===== src/rtl/seg_load_pkg.sv =====
package seg_load_pkg;

    typedef enum logic [2:0] {
        ST_IDLE,
        ST_CHECK,
        ST_READ_WAIT,
        ST_COMMIT,
        ST_FAULT
    } seq_state_t;

    typedef enum logic [1:0] {
        FLT_NONE = 2'd0,
        FLT_UD   = 2'd1,
        FLT_GP   = 2'd2
    } flt_code_t;

    typedef enum logic [1:0] {
        CM_REAL,
        CM_SEL_ONLY,
        CM_FULL
    } commit_kind_t;

endpackage


===== src/rtl/seg_load_ctrl.sv =====
module seg_load_ctrl
    import seg_load_pkg::*;
#(
    parameter int REGW     = 3,
    parameter int CODE_REG = 1,
    parameter int LAST_REG = 5
) (
    input  logic            clk,
    input  logic            rst_n,
    input  logic            req_valid,
    input  logic [REGW-1:0] req_reg,
    input  logic            req_real,
    input  logic            req_stack,
    input  logic            chk_null,
    input  logic            chk_fault,
    input  logic            mem_rvalid,
    output logic            accept,
    output logic            capture,
    output logic            commit,
    output commit_kind_t    kind,
    output logic            mem_rd,
    output logic            done,
    output logic [1:0]      done_code
);

    seq_state_t   state, state_n;
    commit_kind_t kind_n;
    flt_code_t    fault_q, fault_n;
    logic         stack_q;
    logic         reg_bad;

    assign reg_bad = (req_reg == REGW'(CODE_REG)) || (req_reg > REGW'(LAST_REG));

    always_comb begin
        state_n = state;
        kind_n  = kind;
        fault_n = fault_q;
        unique case (state)
            ST_IDLE: begin
                if (req_valid) begin
                    if (reg_bad) begin
                        state_n = ST_FAULT;
                        fault_n = FLT_UD;
                    end else if (req_real) begin
                        state_n = ST_COMMIT;
                        kind_n  = CM_REAL;
                    end else begin
                        state_n = ST_CHECK;
                    end
                end
            end
            ST_CHECK: begin
                if (chk_fault || (chk_null && stack_q)) begin
                    state_n = ST_FAULT;
                    fault_n = FLT_GP;
                end else if (chk_null) begin
                    state_n = ST_COMMIT;
                    kind_n  = CM_SEL_ONLY;
                end else begin
                    state_n = ST_READ_WAIT;
                end
            end
            ST_READ_WAIT: begin
                if (mem_rvalid) begin
                    state_n = ST_COMMIT;
                    kind_n  = CM_FULL;
                end
            end
            ST_COMMIT: state_n = ST_IDLE;
            ST_FAULT:  state_n = ST_IDLE;
            default:   state_n = ST_IDLE;
        endcase
    end

    always_ff @(posedge clk or negedge rst_n) begin
        if (!rst_n) begin
            state     <= ST_IDLE;
            kind      <= CM_REAL;
            fault_q   <= FLT_NONE;
            stack_q   <= 1'b0;
            done      <= 1'b0;
            done_code <= 2'd0;
        end else begin
            state     <= state_n;
            kind      <= kind_n;
            fault_q   <= fault_n;
            if (accept) stack_q <= req_stack;
            done      <= (state == ST_COMMIT) || (state == ST_FAULT);
            done_code <= (state == ST_FAULT) ? fault_q : FLT_NONE;
        end
    end

    always_comb begin
        accept  = (state == ST_IDLE) && req_valid;
        mem_rd  = (state == ST_CHECK) && !chk_fault && !chk_null;
        capture = (state == ST_READ_WAIT) && mem_rvalid;
        commit  = (state == ST_COMMIT);
    end

    a_r10_done_single: assert property (@(posedge clk) disable iff (!rst_n)
        done |=> !done);
    a_r8_one_read: assert property (@(posedge clk) disable iff (!rst_n)
        mem_rd |=> !mem_rd);
    a_r6_null_stack_fault: assert property (@(posedge clk) disable iff (!rst_n)
        (state == ST_CHECK && chk_null && stack_q) |=> (state == ST_FAULT));
    a_r2_code_reg_refused: assert property (@(posedge clk) disable iff (!rst_n)
        (state == ST_IDLE && req_valid && req_reg == REGW'(CODE_REG)) |=> (state == ST_FAULT));
    a_r10_commit_clean: assert property (@(posedge clk) disable iff (!rst_n)
        commit |=> (done && done_code == 2'd0));
    a_r11_busy_no_accept: assert property (@(posedge clk) disable iff (!rst_n)
        (state == ST_READ_WAIT) |=> (state != ST_CHECK));

endmodule


===== src/rtl/seg_load_commit.sv =====
module seg_load_commit
    import seg_load_pkg::*;
#(
    parameter int REGW  = 3,
    parameter int SELW  = 16,
    parameter int BW    = 32,
    parameter int LW    = 32,
    parameter int ATW   = 16,
    parameter int DW    = 64,
    parameter int SHIFT = 4
) (
    input  logic            clk,
    input  logic            rst_n,
    input  logic            accept,
    input  logic [REGW-1:0] req_reg,
    input  logic [SELW-1:0] req_sel,
    input  logic            capture,
    input  logic [DW-1:0]   mem_rdata,
    input  logic            commit,
    input  commit_kind_t    kind,
    input  logic [BW-1:0]   dec_base,
    input  logic [LW-1:0]   dec_limit,
    input  logic [ATW-1:0]  dec_attr,
    output logic [SELW-1:0] sel_q,
    output logic [DW-1:0]   desc_q,
    output logic            wr_en,
    output logic [REGW-1:0] wr_reg,
    output logic            wr_sel_en,
    output logic            wr_base_en,
    output logic            wr_limit_en,
    output logic            wr_attr_en,
    output logic [SELW-1:0] wr_sel,
    output logic [BW-1:0]   wr_base,
    output logic [LW-1:0]   wr_limit,
    output logic [ATW-1:0]  wr_attr
);

    localparam int PADW = BW - SELW;

    logic [REGW-1:0] reg_q;
    logic [BW-1:0]   real_base;

    always_ff @(posedge clk or negedge rst_n) begin
        if (!rst_n) begin
            sel_q  <= '0;
            reg_q  <= '0;
            desc_q <= '0;
        end else begin
            if (accept) begin
                sel_q <= req_sel;
                reg_q <= req_reg;
            end
            if (capture) desc_q <= mem_rdata;
        end
    end

    assign real_base = {{PADW{1'b0}}, sel_q} << SHIFT;

    always_comb begin
        wr_en       = commit;
        wr_reg      = reg_q;
        wr_sel_en   = commit;
        wr_base_en  = commit && (kind != CM_SEL_ONLY);
        wr_limit_en = commit && (kind == CM_FULL);
        wr_attr_en  = commit && (kind == CM_FULL);
        wr_sel      = sel_q;
        wr_base     = (kind == CM_REAL) ? real_base : dec_base;
        wr_limit    = dec_limit;
        wr_attr     = dec_attr;
    end

    a_r11_sel_held: assert property (@(posedge clk) disable iff (!rst_n)
        !accept |=> $stable(sel_q));
    a_r9_desc_held: assert property (@(posedge clk) disable iff (!rst_n)
        (!capture && !accept) |=> $stable(desc_q));

endmodule


===== src/rtl/seg_load_seq.sv =====
module seg_load_seq
    import seg_load_pkg::*;
#(
    parameter int REGW  = 3,
    parameter int SELW  = 16,
    parameter int AW    = 32,
    parameter int BW    = 32,
    parameter int LW    = 32,
    parameter int ATW   = 16,
    parameter int DW    = 64,
    parameter int SHIFT = 4
) (
    input  logic            clk,
    input  logic            rst_n,
    input  logic            req_valid,
    input  logic [REGW-1:0] req_reg,
    input  logic [SELW-1:0] req_sel,
    input  logic            req_real,
    input  logic            req_stack,
    output logic [SELW-1:0] chk_sel,
    input  logic [AW-1:0]   chk_addr,
    input  logic            chk_null,
    input  logic            chk_fault,
    output logic            mem_rd,
    output logic [AW-1:0]   mem_addr,
    input  logic            mem_rvalid,
    input  logic [DW-1:0]   mem_rdata,
    output logic [DW-1:0]   dec_desc,
    input  logic [BW-1:0]   dec_base,
    input  logic [LW-1:0]   dec_limit,
    input  logic [ATW-1:0]  dec_attr,
    output logic            wr_en,
    output logic [REGW-1:0] wr_reg,
    output logic            wr_sel_en,
    output logic            wr_base_en,
    output logic            wr_limit_en,
    output logic            wr_attr_en,
    output logic [SELW-1:0] wr_sel,
    output logic [BW-1:0]   wr_base,
    output logic [LW-1:0]   wr_limit,
    output logic [ATW-1:0]  wr_attr,
    output logic            done,
    output logic [1:0]      done_code
);

    logic         accept, capture, commit;
    commit_kind_t kind;

    seg_load_ctrl #(.REGW(REGW)) i_ctrl (
        .clk(clk), .rst_n(rst_n),
        .req_valid(req_valid), .req_reg(req_reg),
        .req_real(req_real), .req_stack(req_stack),
        .chk_null(chk_null), .chk_fault(chk_fault),
        .mem_rvalid(mem_rvalid),
        .accept(accept), .capture(capture), .commit(commit), .kind(kind),
        .mem_rd(mem_rd), .done(done), .done_code(done_code)
    );

    seg_load_commit #(
        .REGW(REGW), .SELW(SELW), .BW(BW), .LW(LW),
        .ATW(ATW), .DW(DW), .SHIFT(SHIFT)
    ) i_commit (
        .clk(clk), .rst_n(rst_n),
        .accept(accept), .req_reg(req_reg), .req_sel(req_sel),
        .capture(capture), .mem_rdata(mem_rdata),
        .commit(commit), .kind(kind),
        .dec_base(dec_base), .dec_limit(dec_limit), .dec_attr(dec_attr),
        .sel_q(chk_sel), .desc_q(dec_desc),
        .wr_en(wr_en), .wr_reg(wr_reg),
        .wr_sel_en(wr_sel_en), .wr_base_en(wr_base_en),
        .wr_limit_en(wr_limit_en), .wr_attr_en(wr_attr_en),
        .wr_sel(wr_sel), .wr_base(wr_base), .wr_limit(wr_limit), .wr_attr(wr_attr)
    );

    assign mem_addr = chk_addr;

    a_r8_read_has_addr: assert property (@(posedge clk) disable iff (!rst_n)
        mem_rd |-> !wr_en);

endmodule


===== config.mk =====
export PLATFORM = sky130hd
export DESIGN_NAME = seg_load_seq
export DESIGN_NICKNAME = d
export VERILOG_FILES = /design/src/rtl/seg_load_pkg.sv /design/src/rtl/seg_load_ctrl.sv /design/src/rtl/seg_load_commit.sv /design/src/rtl/seg_load_seq.sv
export SDC_FILE = /design/constraint.sdc
export NUM_CORES = 1
export LEC_CHECK = 0
export BUFFER_PORTS_ARGS = -buffer_cell sky130_fd_sc_hd__buf_2
export CAP_MARGIN = 20
export CORE_AREA = 2 2 167 169
export DETAILED_ROUTE_END_ITERATION = 8
export DIE_AREA = 0 0 169 171
export GPL_TIMING_DRIVEN = 1
export HOLD_SLACK_MARGIN = 0.05
export PLACE_DENSITY = 0.51
export SLEW_MARGIN = 15
export SYNTH_ARGS = -nofsm -noshare
export SYNTH_HDL_FRONTEND = slang
export SYNTH_SLANG_ARGS = --single-unit

===== constraint.sdc =====
create_clock -name clk -period 1.7 [get_ports clk]
set_input_delay 0.085 -clock clk [delete_from_list [all_inputs] [get_ports clk]]
set_output_delay 0.085 -clock clk [all_outputs]
set_load 0.02 [all_outputs]

==> impl_metrics.env <==
export IMPL_placed_cells=878
export IMPL_status="finished with violations"
export IMPL_hp_class="in -> reg"
export IMPL_worst_pin_slew_ps=421.6
export IMPL_place_congestion=0.7480
export IMPL_placed_cell_area_um2=5812
export IMPL_yosys_warnings=0
export IMPL_fin_ws_ps=-4.252
export IMPL_htreeDepth=3
export IMPL_ir_drop_mv=0.7621
export IMPL_wirelength_um=18740
export IMPL_crit_fanout=8
export IMPL_violations="setup timing"
export IMPL_syn_nets=570
export IMPL_met3_usage_pct=4.858
export IMPL_numCtsBuffers=9
export IMPL_grt_pass1_wl_um=26010
export IMPL_pwr_density_cell_nw_per_um2=2038
export IMPL_crit_path_end_kind="output port"
export IMPL_required_ps=1620
export IMPL_ios=423
export IMPL_antenna_found_initial=0
export IMPL_grt_start_max_net_pins=33
export IMPL_setup_viol=1
export IMPL_whs_ps=126.2
export IMPL_num_fill_cells=2891
export IMPL_hold_violations=0
export IMPL_met2_usage_pct=22.88
export IMPL_maxCapViolCount=0
export IMPL_syn_area_per_cell_um2=12.78
export IMPL_io_buffers=262
export IMPL_fin_cells=989
export IMPL_insertedDiodeCount=0
export IMPL_synthDistinctLibCells=30
export IMPL_finalClockSkew_ps=9.926
export IMPL_netlist_instances=367
export IMPL_start_kind="flop"
export IMPL_first_pass_iters=4
export IMPL_drt_iter0_markers=110
export IMPL_largestRegisters="i_commit.desc_q (64), i_commit.sel_q (16)"
export IMPL_vias=3759
export IMPL_yosys_register_bits=94
export IMPL_top_register="i_commit.desc_q"
export IMPL_met1_usage_pct=12.86
export IMPL_largest_reg_flops=64
export IMPL_cts_tree="done"
export IMPL_path_cells="nor2_4 -> buf_12 -> mux2_4 -> buf_6"
export IMPL_post_route_period_util_pct=100.3
export IMPL_start_util_pct=17.16
export IMPL_hpwlAfterDp_um=13940
export IMPL_clk_latency_ps=360
export IMPL_fin_nets=841
export IMPL_rsz0062_at_grt="yes"
export IMPL_slew_violations=0
export IMPL_netlist_area_um2=4689
export IMPL_max_slew_margin_pct=71.89
export IMPL_area_growth_pct=55.50
export IMPL_cts_root_buf="clkbuf_16"
export IMPL_multi_input_area_um2=1595
export IMPL_grt_pass1_vias=4101
export IMPL_yosysSeqAreaShare_pct=50.16
export IMPL_cpPeakStageDelay_ps=410
export IMPL_die_area_um2=28900
export IMPL_slowest_stage="dfrtp_1"
export IMPL_remaining_drc_errors=0
export IMPL_cp_top_family="flip-flops"
export IMPL_grt_total_usage_pct=12.53
export IMPL_die_y_um=171
export IMPL_vias_per_cell=3.801
export IMPL_critical_path_buf_inv_count=2
export IMPL_busiest_layer="met2"
export IMPL_cts_max_path_buffers=2
export IMPL_grt_overflow=0
export IMPL_crit_arrival_ps=1620
export IMPL_clkTransAtPathRegs_ps=80
export IMPL_ant_nets=0
export IMPL_clock_sinks=94
export IMPL_core_area_um2=27320
export IMPL_min_period_ps=1704
export IMPL_seq_area_um2=2355
export IMPL_wire_per_inst_um=18.95
export IMPL_p_leak_nw=3.540
export IMPL_path_class="reg -> out"
export IMPL_postLayoutCellArea_um2=7292
export IMPL_fmax_mhz=586.8
export IMPL_rows=61
export IMPL_drive_gt1_share_pct=65.63
export IMPL_die_w_um=169
export IMPL_fin_setup_tns_ps=-4.252
-- Yosys cell counts (all sizes together) --
library cell  number  area, um^2
buf              111       819.5
mux2             101        1137
dfrtp             94        2352
nor2b             17       106.4
nor2               6       22.52
inv                5       18.77
nand2              5       18.77
and2               3       18.77
nor3               3       15.01
a21oi              2       13.76
a311oi             2       17.52
clkbuf             2       7.510
o21a               2       15.01
or4b               2       23.77
a2111oi            1       15.01
a211oi             1       7.510
a21boi             1       7.510
and3               1       7.510
and3b              1       10.01
mux2i              1       10.01
nand3b             1       7.510
nor3b              1       7.510
o21ai              1       5.000
o21bai             1       7.510
o2bb2ai            1       8.760
o31a               1       8.760
-- metrics by stage --
step                      setup WS [ps]  total power [mW]  util (%)
after floorplan                   138.7             9.054         -
after global placement            67.20             11.49     21.27
after detailed placement          64.44             11.54     21.27
after CTS                        -107.9             15.19     26.67
after global routing             -66.23             15.78     26.69
final                            -4.252             14.86     26.69
-- power breakdown --
| part | switching, mW | internal, mW |
|---|---|---|
| clock network | 1.10 | 1.05 |
| logic | 4.65 | 3.94 |
| registers | 0.767 | 3.36 |
-- tightest hold or removal path, stage by stage --
cell and delay [ps]:
buf_2 130, nor3_1 170, a2111oi_2 50
-- kinds of logic after synthesis --
family                 synth area share (%)
AOI/OAI and AO/OA                     2.268
DFF                                   50.16
muxes                                 24.47
buffers and inverters                 18.04
and+or+nand+nor                       5.069
-- worst paths after layout --
path | from | to | slack, ps | cells past startpoint
worst min-delay path | req_valid | i_ctrl.state[1]$_DFFE_PN0P_ | 130 | 3
worst max register to register | i_ctrl.state[2]$_DFFE_PN0P_ | i_commit.sel_q[12]$_DFFE_PN0P_ | 50 | 5
worst min register to register | i_ctrl.fault_q[0]$_DFFE_PN0P_ | i_ctrl.fault_q[0]$_DFFE_PN0P_ | 500 | 1
max in group asynchronous | rst_n | i_commit.desc_q[41]$_DFFE_PN0P_ | 920 | 3
worst max-delay path | i_ctrl.kind[0]$_DFFE_PN0P_ | wr_base[8] | -4 | 4
min in group asynchronous | rst_n | i_commit.desc_q[38]$_DFFE_PN0P_ | 220 | 2
-- layout make-up --
type                    count  share of cell area (%)
repair buffers            373                   35.45
flip-flops and latches     94                   32.29
multi-input cells         155                   21.88
well taps                 346                   5.937
clock buffers               9                   3.089
clock inverters             7                   1.098
inverters                   5                  0.2574
-- metal layers --
metal  vias up  routed length (um)  share of wire [%]
met5         -                   0                  0
met4         0                 533                2.8
met3        34                1740                9.3
met2       228                9731                 52
met1      1819                6733                 36
li1       1678                   -                  -
-- repair_timing --
item / CTS / global route
hold buffers: 86 / 0
endpoints found under the hold margin: 166 / 0
pin swaps: 1 / 4
endpoints found under the setup margin: 20 / 21
setup buffers: 6 / 2
resized for setup: 63 / 6
gates cloned: 2 / 0
-- layout by cell type (no fill, tap or decap), types with 2 or more instances in the layout --
master         instances
inv_8                  2
o21a_1                 2
nor2b_2                6
nor3_1                 2
nor2b_1               11
buf_2                242
buf_6                 18
and2_1                 3
inv_1                  5
buf_12                 7
dfrtp_2                2
clkinv_4               2
nor2_1                 4
mux2_4                16
buf_4                 19
a311oi_1               2
a21oi_2                2
dlygate4sd3_1         86
dfrtp_1               92
mux2_2                85
nor2_4                 2
nand2_1                5
clkbuf_16              9
clkinv_8               2
Power figures use the tool's default switching activity.
